### config.mk
export PLATFORM = sky130hd
export DESIGN_NAME = i2c_bit_target
export DESIGN_NICKNAME = d
export VERILOG_FILES = /design/src/rtl/i2c_bit_target_pkg.sv /design/src/rtl/i2c_tgt_line_sync.sv /design/src/rtl/i2c_tgt_rx_shift.sv /design/src/rtl/i2c_bit_target.sv
export SDC_FILE = /design/constraint.sdc
export NUM_CORES = 1
export LEC_CHECK = 0
export CAP_MARGIN = 10
export CORE_MARGIN = 10
export CORE_UTILIZATION = 57
export CTS_CLUSTER_SIZE = 30
export DETAILED_ROUTE_END_ITERATION = 10
export DONT_BUFFER_PORTS = 1
export PLACE_DENSITY = 0.72
export SLEW_MARGIN = 25
export SYNTH_ARGS = -nofsm -noshare
export SYNTH_HDL_FRONTEND = slang
export SYNTH_SLANG_ARGS = --single-unit
### constraint.sdc
create_clock -name clk -period 1.96 [get_ports clk]
set_input_delay 0.196 -clock clk [delete_from_list [all_inputs] [get_ports clk]]
set_output_delay 0.196 -clock clk [all_outputs]
set_load 0.03 [all_outputs]
### src/rtl/i2c_bit_target_pkg.sv
package i2c_bit_target_pkg;

    typedef enum logic [3:0] {
        ST_IDLE,
        ST_RX,
        ST_ACK_PREP,
        ST_ACK,
        ST_ACK_HOLD,
        ST_NAK_PREP,
        ST_NAK,
        ST_TX,
        ST_MACK,
        ST_TX_LOAD
    } tgt_state_e;

    typedef enum logic [1:0] {
        PH_ADDR,
        PH_WRITE,
        PH_READ
    } tgt_phase_e;

endpackage

### src/rtl/i2c_tgt_line_sync.sv
module i2c_tgt_line_sync #(
    parameter int STAGES = 2
) (
    input  logic clk,
    input  logic rst_n,
    input  logic scl_i,
    input  logic sda_i,
    output logic scl_lvl_o,
    output logic sda_lvl_o,
    output logic scl_rise_o,
    output logic scl_fall_o,
    output logic start_o,
    output logic stop_o
);
    localparam int NLINES = 2;

    logic [NLINES-1:0] raw;
    logic [NLINES-1:0] lvl;
    logic [NLINES-1:0] prev;

    assign raw = {sda_i, scl_i};

    // One synchroniser chain per line; index 0 is the clock line, index 1 the data line.
    for (genvar g = 0; g < NLINES; g++) begin : g_line
        logic [STAGES-1:0] ff;
        always_ff @(posedge clk or negedge rst_n) begin
            if (!rst_n) ff <= '1;
            else        ff <= {ff[STAGES-2:0], raw[g]};
        end
        assign lvl[g] = ff[STAGES-1];
    end

    always_ff @(posedge clk or negedge rst_n) begin
        if (!rst_n) prev <= '1;
        else        prev <= lvl;
    end

    assign scl_lvl_o  = lvl[0];
    assign sda_lvl_o  = lvl[1];
    assign scl_rise_o = lvl[0] & ~prev[0];
    assign scl_fall_o = ~lvl[0] & prev[0];
    // Start needs only the present clock level to be high.
    assign start_o    = lvl[0] & prev[1] & ~lvl[1];
    assign stop_o     = lvl[0] & prev[0] & ~prev[1] & lvl[1];

endmodule

### src/rtl/i2c_tgt_rx_shift.sv
module i2c_tgt_rx_shift #(
    parameter int BYTE_W = 8
) (
    input  logic              clk,
    input  logic              rst_n,
    input  logic              clr_i,
    input  logic              shift_i,
    input  logic              bit_i,
    output logic [BYTE_W-1:0] next_o,
    output logic              last_o
);
    localparam int CW = $clog2(BYTE_W);

    logic [BYTE_W-1:0] q;
    logic [CW-1:0]     cnt;

    assign next_o = {q[BYTE_W-2:0], bit_i};
    assign last_o = (cnt == CW'(BYTE_W - 1));

    always_ff @(posedge clk or negedge rst_n) begin
        if (!rst_n) begin
            q   <= '0;
            cnt <= '0;
        end else if (clr_i) begin
            q   <= '0;
            cnt <= '0;
        end else if (shift_i) begin
            q   <= next_o;
            cnt <= last_o ? '0 : cnt + 1'b1;
        end
    end

endmodule

### src/rtl/i2c_bit_target.sv
module i2c_bit_target
    import i2c_bit_target_pkg::*;
#(
    parameter int BYTE_W      = 8,
    parameter int SYNC_STAGES = 2
) (
    input  logic              clk,
    input  logic              rst_n,
    input  logic              scl_i,
    input  logic              sda_i,
    output logic              sda_o,
    output logic [BYTE_W-2:0] probe_addr_o,
    input  logic              present_i,
    output logic              start_o,
    output logic              stop_o,
    output logic              wr_o,
    output logic              rd_o,
    output logic [BYTE_W-2:0] port_addr_o,
    output logic              port_rd_o,
    output logic [BYTE_W-1:0] wr_data_o,
    input  logic              wr_ok_i,
    input  logic [BYTE_W-1:0] rd_data_i
);
    localparam int ADDR_W = BYTE_W - 1;
    localparam int CW     = $clog2(BYTE_W);

    logic scl_lvl, sda_lvl, scl_rise, scl_fall, start_ev, stop_ev;
    logic rx_clr, rx_shift, rx_last;
    logic [BYTE_W-1:0] rx_next;

    tgt_state_e  state_q, state_n;
    tgt_phase_e  phase_q, phase_n;
    logic [ADDR_W-1:0] addr_q, addr_n;
    logic        rd_q, rd_n;
    logic        valid_q, valid_n;
    logic [BYTE_W-1:0] tx_q, tx_n;
    logic [CW-1:0] txc_q, txc_n;
    logic        ev_start, ev_stop, ev_wr, ev_rd, addr_phase;

    i2c_tgt_line_sync #(.STAGES(SYNC_STAGES)) u_sync (
        .clk        (clk),
        .rst_n      (rst_n),
        .scl_i      (scl_i),
        .sda_i      (sda_i),
        .scl_lvl_o  (scl_lvl),
        .sda_lvl_o  (sda_lvl),
        .scl_rise_o (scl_rise),
        .scl_fall_o (scl_fall),
        .start_o    (start_ev),
        .stop_o     (stop_ev)
    );

    i2c_tgt_rx_shift #(.BYTE_W(BYTE_W)) u_rx (
        .clk     (clk),
        .rst_n   (rst_n),
        .clr_i   (rx_clr),
        .shift_i (rx_shift),
        .bit_i   (sda_lvl),
        .next_o  (rx_next),
        .last_o  (rx_last)
    );

    // State register
    always_ff @(posedge clk or negedge rst_n) begin
        if (!rst_n) begin
            state_q <= ST_IDLE;
            phase_q <= PH_ADDR;
            addr_q  <= '0;
            rd_q    <= 1'b0;
            valid_q <= 1'b0;
            tx_q    <= '1;
            txc_q   <= '0;
        end else begin
            state_q <= state_n;
            phase_q <= phase_n;
            addr_q  <= addr_n;
            rd_q    <= rd_n;
            valid_q <= valid_n;
            tx_q    <= tx_n;
            txc_q   <= txc_n;
        end
    end

    // Next-state and byte-port decisions
    always_comb begin
        state_n    = state_q;
        phase_n    = phase_q;
        addr_n     = addr_q;
        rd_n       = rd_q;
        valid_n    = valid_q;
        tx_n       = tx_q;
        txc_n      = txc_q;
        rx_clr     = 1'b0;
        rx_shift   = 1'b0;
        ev_start   = 1'b0;
        ev_stop    = 1'b0;
        ev_wr      = 1'b0;
        ev_rd      = 1'b0;
        addr_phase = 1'b0;
        if (stop_ev) begin
            state_n = ST_IDLE;
            phase_n = PH_ADDR;
            if (valid_q) begin
                ev_stop = 1'b1;
                valid_n = 1'b0;
            end
        end else if (start_ev) begin
            state_n = ST_RX;
            phase_n = PH_ADDR;
            rx_clr  = 1'b1;
        end else begin
            unique case (state_q)
                ST_IDLE: ;
                ST_RX: begin
                    if (scl_rise) begin
                        rx_shift = 1'b1;
                        if (rx_last) begin
                            unique case (phase_q)
                                PH_ADDR: begin
                                    addr_phase = 1'b1;
                                    if (!present_i) begin
                                        valid_n = 1'b0;
                                        state_n = ST_NAK_PREP;
                                    end else begin
                                        ev_start = !valid_q;
                                        valid_n  = 1'b1;
                                        addr_n   = rx_next[BYTE_W-1:1];
                                        rd_n     = rx_next[0];
                                        state_n  = ST_ACK_PREP;
                                        if (rx_next[0]) begin
                                            ev_rd   = 1'b1;
                                            tx_n    = rd_data_i;
                                            phase_n = PH_READ;
                                        end else begin
                                            phase_n = PH_WRITE;
                                        end
                                    end
                                end
                                PH_WRITE: begin
                                    ev_wr   = 1'b1;
                                    state_n = wr_ok_i ? ST_ACK_PREP : ST_NAK_PREP;
                                end
                                default: state_n = ST_NAK_PREP;
                            endcase
                        end
                    end
                end
                ST_ACK_PREP: if (scl_fall) state_n = ST_ACK;
                ST_ACK:      if (scl_rise) state_n = ST_ACK_HOLD;
                ST_ACK_HOLD: begin
                    if (scl_fall) begin
                        if (phase_q == PH_READ) begin
                            state_n = ST_TX;
                            txc_n   = '0;
                        end else begin
                            state_n = ST_RX;
                            rx_clr  = 1'b1;
                        end
                    end
                end
                ST_NAK_PREP: if (scl_fall) state_n = ST_NAK;
                ST_NAK: begin
                    if (scl_rise) begin
                        state_n = ST_IDLE;
                        phase_n = PH_ADDR;
                    end
                end
                ST_TX: begin
                    if (scl_fall) begin
                        if (txc_q == CW'(BYTE_W - 1)) begin
                            state_n = ST_MACK;
                        end else begin
                            tx_n  = {tx_q[BYTE_W-2:0], 1'b1};
                            txc_n = txc_q + 1'b1;
                        end
                    end
                end
                ST_MACK: begin
                    if (scl_rise) begin
                        if (sda_lvl) begin
                            state_n = ST_IDLE;
                            phase_n = PH_ADDR;
                        end else begin
                            ev_rd   = 1'b1;
                            tx_n    = rd_data_i;
                            state_n = ST_TX_LOAD;
                        end
                    end
                end
                ST_TX_LOAD: begin
                    if (scl_fall) begin
                        state_n = ST_TX;
                        txc_n   = '0;
                    end
                end
                default: state_n = ST_IDLE;
            endcase
        end
    end

    // Outputs
    always_comb begin
        unique case (state_q)
            ST_TX:               sda_o = tx_q[BYTE_W-1];
            ST_ACK, ST_ACK_HOLD: sda_o = 1'b0;
            default:             sda_o = 1'b1;
        endcase
        probe_addr_o = rx_next[BYTE_W-1:1];
        port_addr_o  = addr_phase ? rx_next[BYTE_W-1:1] : addr_q;
        port_rd_o    = addr_phase ? rx_next[0] : rd_q;
        wr_data_o    = rx_next;
        start_o      = ev_start;
        stop_o       = ev_stop;
        wr_o         = ev_wr;
        rd_o         = ev_rd;
    end


    start_only_idle_chk: assert property (@(posedge clk) disable iff (!rst_n)
        start_o |-> !valid_q);

    start_marks_active_chk: assert property (@(posedge clk) disable iff (!rst_n)
        start_o |=> valid_q);

    stop_clears_active_chk: assert property (@(posedge clk) disable iff (!rst_n)
        stop_o |=> !valid_q);

    refuse_gives_nak_chk: assert property (@(posedge clk) disable iff (!rst_n)
        (wr_o && !wr_ok_i) |=> (sda_o && state_q == ST_NAK_PREP));

    sda_moves_scl_low_chk: assert property (@(posedge clk) disable iff (!rst_n)
        !$stable(sda_o) |-> !scl_lvl);

    read_in_transfer_chk: assert property (@(posedge clk) disable iff (!rst_n)
        rd_o |-> (valid_q || start_o));

endmodule

* Yosys cells after proc, flatten, opt, wreduce, memory -nomap -nowiden
Index checks and enable logic that the tools add are counted.
W data, S select, Z words.
** Word-level totals
- Register bits after elaboration :: 42
** Cells by class
- $add $sub $neg :: 2
- Eq/ne operators :: 41
- Mux-type cells :: 101
- Bitwise operators :: 13
- Reduce and logical (&&, ||, !) cells :: 18
** Operators with widths (number)
- $mux W8 :: 9
- $mux W4 :: 14
- $ne A4 B4 Y1 const B :: 12
- $mux W1 :: 47
- $pmux W4 S10 :: 1
- $mux W3 :: 11
- $pmux W8 S3 :: 1
- $reduce_and A12 Y1 :: 2
- $mux W7 :: 3
- $mux W2 :: 10
- $ne A2 B2 Y1 const B :: 10
- $eq A4 B3 Y1 const B :: 4
- $reduce_and A8 Y1 :: 2
- $reduce_bool A2 Y1 :: 5
- $pmux W3 S3 :: 1
- $eq A4 B2 Y1 const B :: 2
- $eq A4 B4 Y1 const B :: 2
- $ne A4 B3 Y1 const B :: 2
- $pmux W4 S2 :: 1
- $and A1 B1 Y1 :: 7
- $reduce_and A7 Y1 :: 1
- $add A3 B1 Y3 const B :: 2
- $eq A3 B3 Y1 const B :: 2
- $ne A2 B1 Y1 const B :: 3
- 14 further kinds :: 21

* Logic depth before layout (Yosys ltp)
- Depth after elaboration :: 8
- Gate-level depth with buffers :: 7
- Depth with buffers taken out :: 7

* Hierarchy
Synthesis repeated with hierarchy kept, for this count alone.
** Second synthesis, totals
- Cells, all modules :: 224
- Area, all modules :: 2517.4 µm²
** Modules (own cells, without submodules)
- i2c_bit_target :: instances 1, cells each 178, area an instance 1889.3 µm², seq. area each 660.6 µm²
- i2c_tgt_rx_shift :: instances 1, cells each 36, area an instance 437.9 µm², seq. area each 250.2 µm²
- i2c_tgt_line_sync :: instances 1, cells each 10, area an instance 190.2 µm², seq. area each 157.7 µm²

* Worst setup path after synthesis
Ideal clock, no wire load.
- Path kind :: register to register
- Start :: register u_rx.cnt[0]
- End :: register tx_q[0]
- Library setup time :: 0.082 ns
- Data arrival time :: 2.003 ns
- Slack :: -0.125 ns
- Stages on the path, launching flop included :: 8
- Buffers on the path :: 0
- Period minus slack after synthesis :: 2.085 ns
- Path through :: dfrtp_1 > ha_1 > ha_1 > nor3b_1 > and2_1 > a31oi_1 > a211oi_4 > mux2_2
** Between the ends
- Cells in the longest elaborated chain, start to end :: 3
** RTL lines
- from (decl) :: RTL line i2c_tgt_rx_shift.sv:15 : logic [CW-1:0] cnt;
- from (signal assigned) :: RTL line i2c_tgt_rx_shift.sv:29 : cnt <= last_o ? '0 : cnt + 1'b1;
- $eq A3 B3 Y1 :: RTL line i2c_tgt_rx_shift.sv:18 : assign last_o = (cnt == CW'(BYTE_W - 1));
- $ne A2 B1 Y1 (no line)
- $reduce_and A12 Y1 (no line)
- to (signal assigned) :: RTL line i2c_bit_target.sv:79 : tx_q <= tx_n;
- to (decl) :: RTL line i2c_bit_target.sv:36 : logic [BYTE_W-1:0] tx_q, tx_n;
Every way passes these cells.
A chain may end at the register's enable or synchronous reset.

* Worst setup path after layout
- Start :: register state_q[1]
- End :: output port_rd_o
** Between the ends
- Cells in the longest elaborated chain, start to end :: 5
** RTL lines
- from (decl) :: RTL line i2c_bit_target.sv:31 : tgt_state_e state_q, state_n;
- from (signal assigned) :: RTL line i2c_bit_target.sv:74 : state_q <= state_n;
- $eq A4 B1 Y1 :: RTL line i2c_bit_target.sv:112 : unique case (state_q)
- $mux W1 :: RTL line i2c_bit_target.sv:112
- $mux W1 :: RTL line i2c_bit_target.sv:107 : end else if (start_ev) begin
- $mux W1 :: RTL line i2c_bit_target.sv:100 : if (stop_ev) begin
- $mux W1 :: RTL line i2c_bit_target.sv:210 : port_rd_o = addr_phase ? rx_next[0] : rd_q;
- to (decl) :: RTL line i2c_bit_target.sv:19 : output logic port_rd_o,
Every way passes these cells.

==> results_dict.tcl <==
set metrics [dict create \
    critical_path.n_buffers_inverters 1 \
    final_min_period_over_clock_period 1.17 \
    grt_use_total 0.183 \
    violations "negative setup slack" \
    tritoncts.num_buffers 5 \
    placementRows 23 \
    finalHoldViolCount 0 \
    grt_antenna_before_repair 0 \
    asyncSetResetFlopFracSynth 1.00 \
    die_w_microns 86.0 \
    cts_buffer_depth 2 \
    syn_area_per_cell_sq_um 10.3 \
    power_per_cell_area_nw_per_um2 1090 \
    part_of_the_total_power_dissipated_in_combinational_logic 0.465 \
    post_synth_edffs 0 \
    synth_top_flop_cell "sky130_fd_sc_hd__dfrtp_1" \
    achievable-frequency_mhz 434 \
    required_time_worst_endpoint_ns 1.76 \
    timing.hold.ws_ns 0.134 \
    share_of_cells_above_drive_strength_1 0.495 \
    insertedDiodeCount 0 \
    maxSlewHeadroom 0.714 \
    cp.arrival_ns 2.11 \
    layout_nets 302 \
    synth.lib_cells_used.distinct 53 \
    ant_nets 0 \
    postSynthCellCount 242 \
    vias_in_the_first_global_route 2145 \
    worst_skew_pair.late_latency_ns 0.30 \
    slowest_stage_delay_on_critical_path_ns 0.57 \
    grt_max_degree 43 \
    switch_share 0.361 \
    grt.met3_usage 0.0549 \
    drt-vias-per-instance 6.38 \
    finalWorstPathRequiredPeriod_ns 2.30 \
    run_status "finished with violations" \
    hpwlAfterDp_microns 4200 \
    cts_tree "done" \
    gr-total-overflow 0 \
    io_buffers 0 \
    power.static_leakage_nw 1.42 \
    seq_area_frac_synth 0.430 \
    final_weighted_congestion_in_routability_driven_placement 0.914 \
    synthTopCellsByCount "sky130_fd_sc_hd__mux2_2, sky130_fd_sc_hd__dfrtp_1, sky130_fd_sc_hd__nand2_1, sky130_fd_sc_hd__a21oi_1, sky130_fd_sc_hd__dfstp_2" \
    drcViolationCount 0 \
    design.die.area_sq_um 7400 \
    timing_worst_setup_path_type "register to output pin" \
    nFillCells 249 \
    worst_path_dominant_cell_family "simple AND/OR/NAND/NOR gates" \
    grt_use_met1 0.250 \
    cts_htree_levels 2 \
    clockRootBuffer "sky130_fd_sc_hd__clkbuf_8" \
    yosysMostFrequentCell "sky130_fd_sc_hd__mux2_2" \
    wl_per_cell_microns 20.6 \
    gr-max-usage-layer "met2" \
    cp-end-kind "output pin" \
    synth.net_count 260 \
    design.portCount 42 \
    clock-sinks 42 \
    route.final.wire_length_microns 6890 \
    cellInternalPower_mw 2.24 \
    dieHeight_microns 86.0 \
    fin_skew_ns 0.00634 \
    synth_area_sq_um 2480 \
    peak_ir_drop_on_the_vdd_network_mv 0.804 \
    critical_path.cell_chain "or4b_4 -> nor2_4 -> and3_4 -> buf_6 -> mux2_4" \
    placed_cells_incl_taps 318 \
    drt_first_iter_violations 276 \
    worstSetupStartpointType "register" \
    seq_power_share 0.354 \
    synthToLayoutAreaGrowth_pct 29.4 \
    number_of_synthesized_register_bits 42 \
    max_cap_violations 0 \
    netlist.top_cell.by_area "sky130_fd_sc_hd__dfrtp_1" \
    route.vias.total 2136 \
    report.final.slew_viol_count 0 \
    unrepaired_setup_endpoints_after_global_routing "yes" \
    initial_utilization 0.604 \
    total_switching_power_mw 1.27 \
    grt_use_met2 0.273 \
    post-synth-top-area-fraction 0.282 \
    pwr-share-clk 0.181 \
    fin_setup_tns_ns -3.76 \
    finalSetupViolCount 28 \
    synth.area.top_cells "sky130_fd_sc_hd__dfrtp_1, sky130_fd_sc_hd__mux2_2, sky130_fd_sc_hd__dfstp_2" \
    finalWorstSetupSlack_ns -0.342 \
    stdcell_count 335 \
    critical-path-slowest-cell "sky130_fd_sc_hd__or4b_4" \
    hold_path_class "primary input to register" \
    drt_pass1_iterations 5 \
    ys_warn_count 0 \
    core_area_sq_um 4120 \
    path_max_fanout 5 \
    clk_pin_slew_worst_paths_ns 0.08 \
    worst_slew_pin_slew_ns 0.418 \
    grt_pass1_wl_microns 11000 \
]
## metrics by stage
stage | util | worst slack [ns] | power, mW | instance area (sq um)
after floorplan | - | -0.110 | 2.17 | 2510
after CTS | 0.764 | -0.281 | 3.31 | 3140
after global routing | 0.781 | -0.379 | 3.71 | 3210
after detailed placement | 0.682 | -0.0644 | 2.57 | 2810
after global placement | 0.682 | -0.0352 | 2.55 | 2810
final | 0.781 | -0.342 | 3.51 | 3210
## cells by family (layout without fill, tap and decap cells)
kind of cell    Yosys count  after routing  synth area share
simple gates             82             82             0.185
compound gates           52             52             0.136
flops                    42             42             0.430
fa+ha+maj                 4              4            0.0201
buf+inv                  24             67            0.0589
xor+xnor                  1              1           0.00353
mux                      37             37             0.167
## flip-flops by register name, summed over array words and instances, names as in the netlist
signal	flops
state_q	4
phase_q	2
addr_q	7
u_rx.q	7
valid_q	1
u_sync.prev	2
u_sync.g_line.ff	4
txc_q	3
rd_q	1
u_rx.cnt	3
tx_q	8
## layout make-up
type | count | area, sq um | share of cell area
well taps | 50 | 62.6 | 0.0195
clock buffers | 7 | 97.6 | 0.0304
multi-input cells | 176 | 1470 | 0.456
clock inverters | 1 | 7.51 | 0.00234
repair buffers | 57 | 505 | 0.157
inverters | 2 | 7.51 | 0.00234
flip-flops and latches | 42 | 1070 | 0.332
## worst paths after layout
kind,end,depth (start not counted),from,slack (ns)
setup / recovery,port_rd_o,5,state_q[1],-0.34
hold / removal,tx_q[0],2,rd_data_i[0],0.13
setup reg to reg,u_rx.cnt[0],8,state_q[1],-0.11
hold reg to reg,u_sync.g_line[0].ff[1],0,u_sync.g_line[0].ff[0],0.36
max in group asynchronous,tx_q[5],2,rst_n,1.31
min in group asynchronous,addr_q[3],2,rst_n,0.38
## per-layer routing
metal	vias to the layer above	wire length, microns
li1	956	-
met1	1056	2940
met2	112	3330
met3	12	545
met4	0	82
met5	-	0
## what timing repair did
item	4_1_cts	5_1_grt
buffers inserted	8	4
hold buffers	4	0
endpoints found under the hold margin	44	0
resized for setup	34	23
setup endpoints to repair	20	45
pin swaps	9	8
## cell usage in the layout (no fill, tap or decap), types with 3 or more instances in the layout
master	netlist	layout
sky130_fd_sc_hd__nand4_1	3	3
sky130_fd_sc_hd__nor2b_1	7	4
sky130_fd_sc_hd__nand3b_1	3	3
sky130_fd_sc_hd__buf_4	11	41
sky130_fd_sc_hd__a21oi_2	0	3
sky130_fd_sc_hd__a21oi_1	19	15
sky130_fd_sc_hd__nor2_4	1	3
sky130_fd_sc_hd__nand2_1	25	24
sky130_fd_sc_hd__dlygate4sd3_1	0	3
sky130_fd_sc_hd__mux2_4	0	15
sky130_fd_sc_hd__dfstp_2	14	14
sky130_fd_sc_hd__clkbuf_8	0	5
sky130_fd_sc_hd__buf_6	1	10
sky130_fd_sc_hd__mux2_2	35	20
sky130_fd_sc_hd__nand3_1	11	11
sky130_fd_sc_hd__o21ai_0	8	7
sky130_fd_sc_hd__nor2_1	12	9
sky130_fd_sc_hd__dfrtp_1	28	28
## worst register-to-register path: cells and delay by family, from the launching register on
family / cells / cell delay (ns)
buf+inv: 3 / 0.38
flops: 1 / 0.39
simple gates: 4 / 1.11
compound gates: 1 / 0.13
## power by group through the flow
stage	Sequential [mW]	Combinational (mW)	Clock, mW
2_1_floorplan	1.25	0.920	0
3_3_place_gp	1.23	1.32	0
3_5_place_dp	1.24	1.33	0
4_1_cts	1.23	1.44	0.642
5_1_grt	1.27	1.76	0.682
6_report	1.24	1.63	0.636
Note: power is estimated with default switching activity, not from simulation.
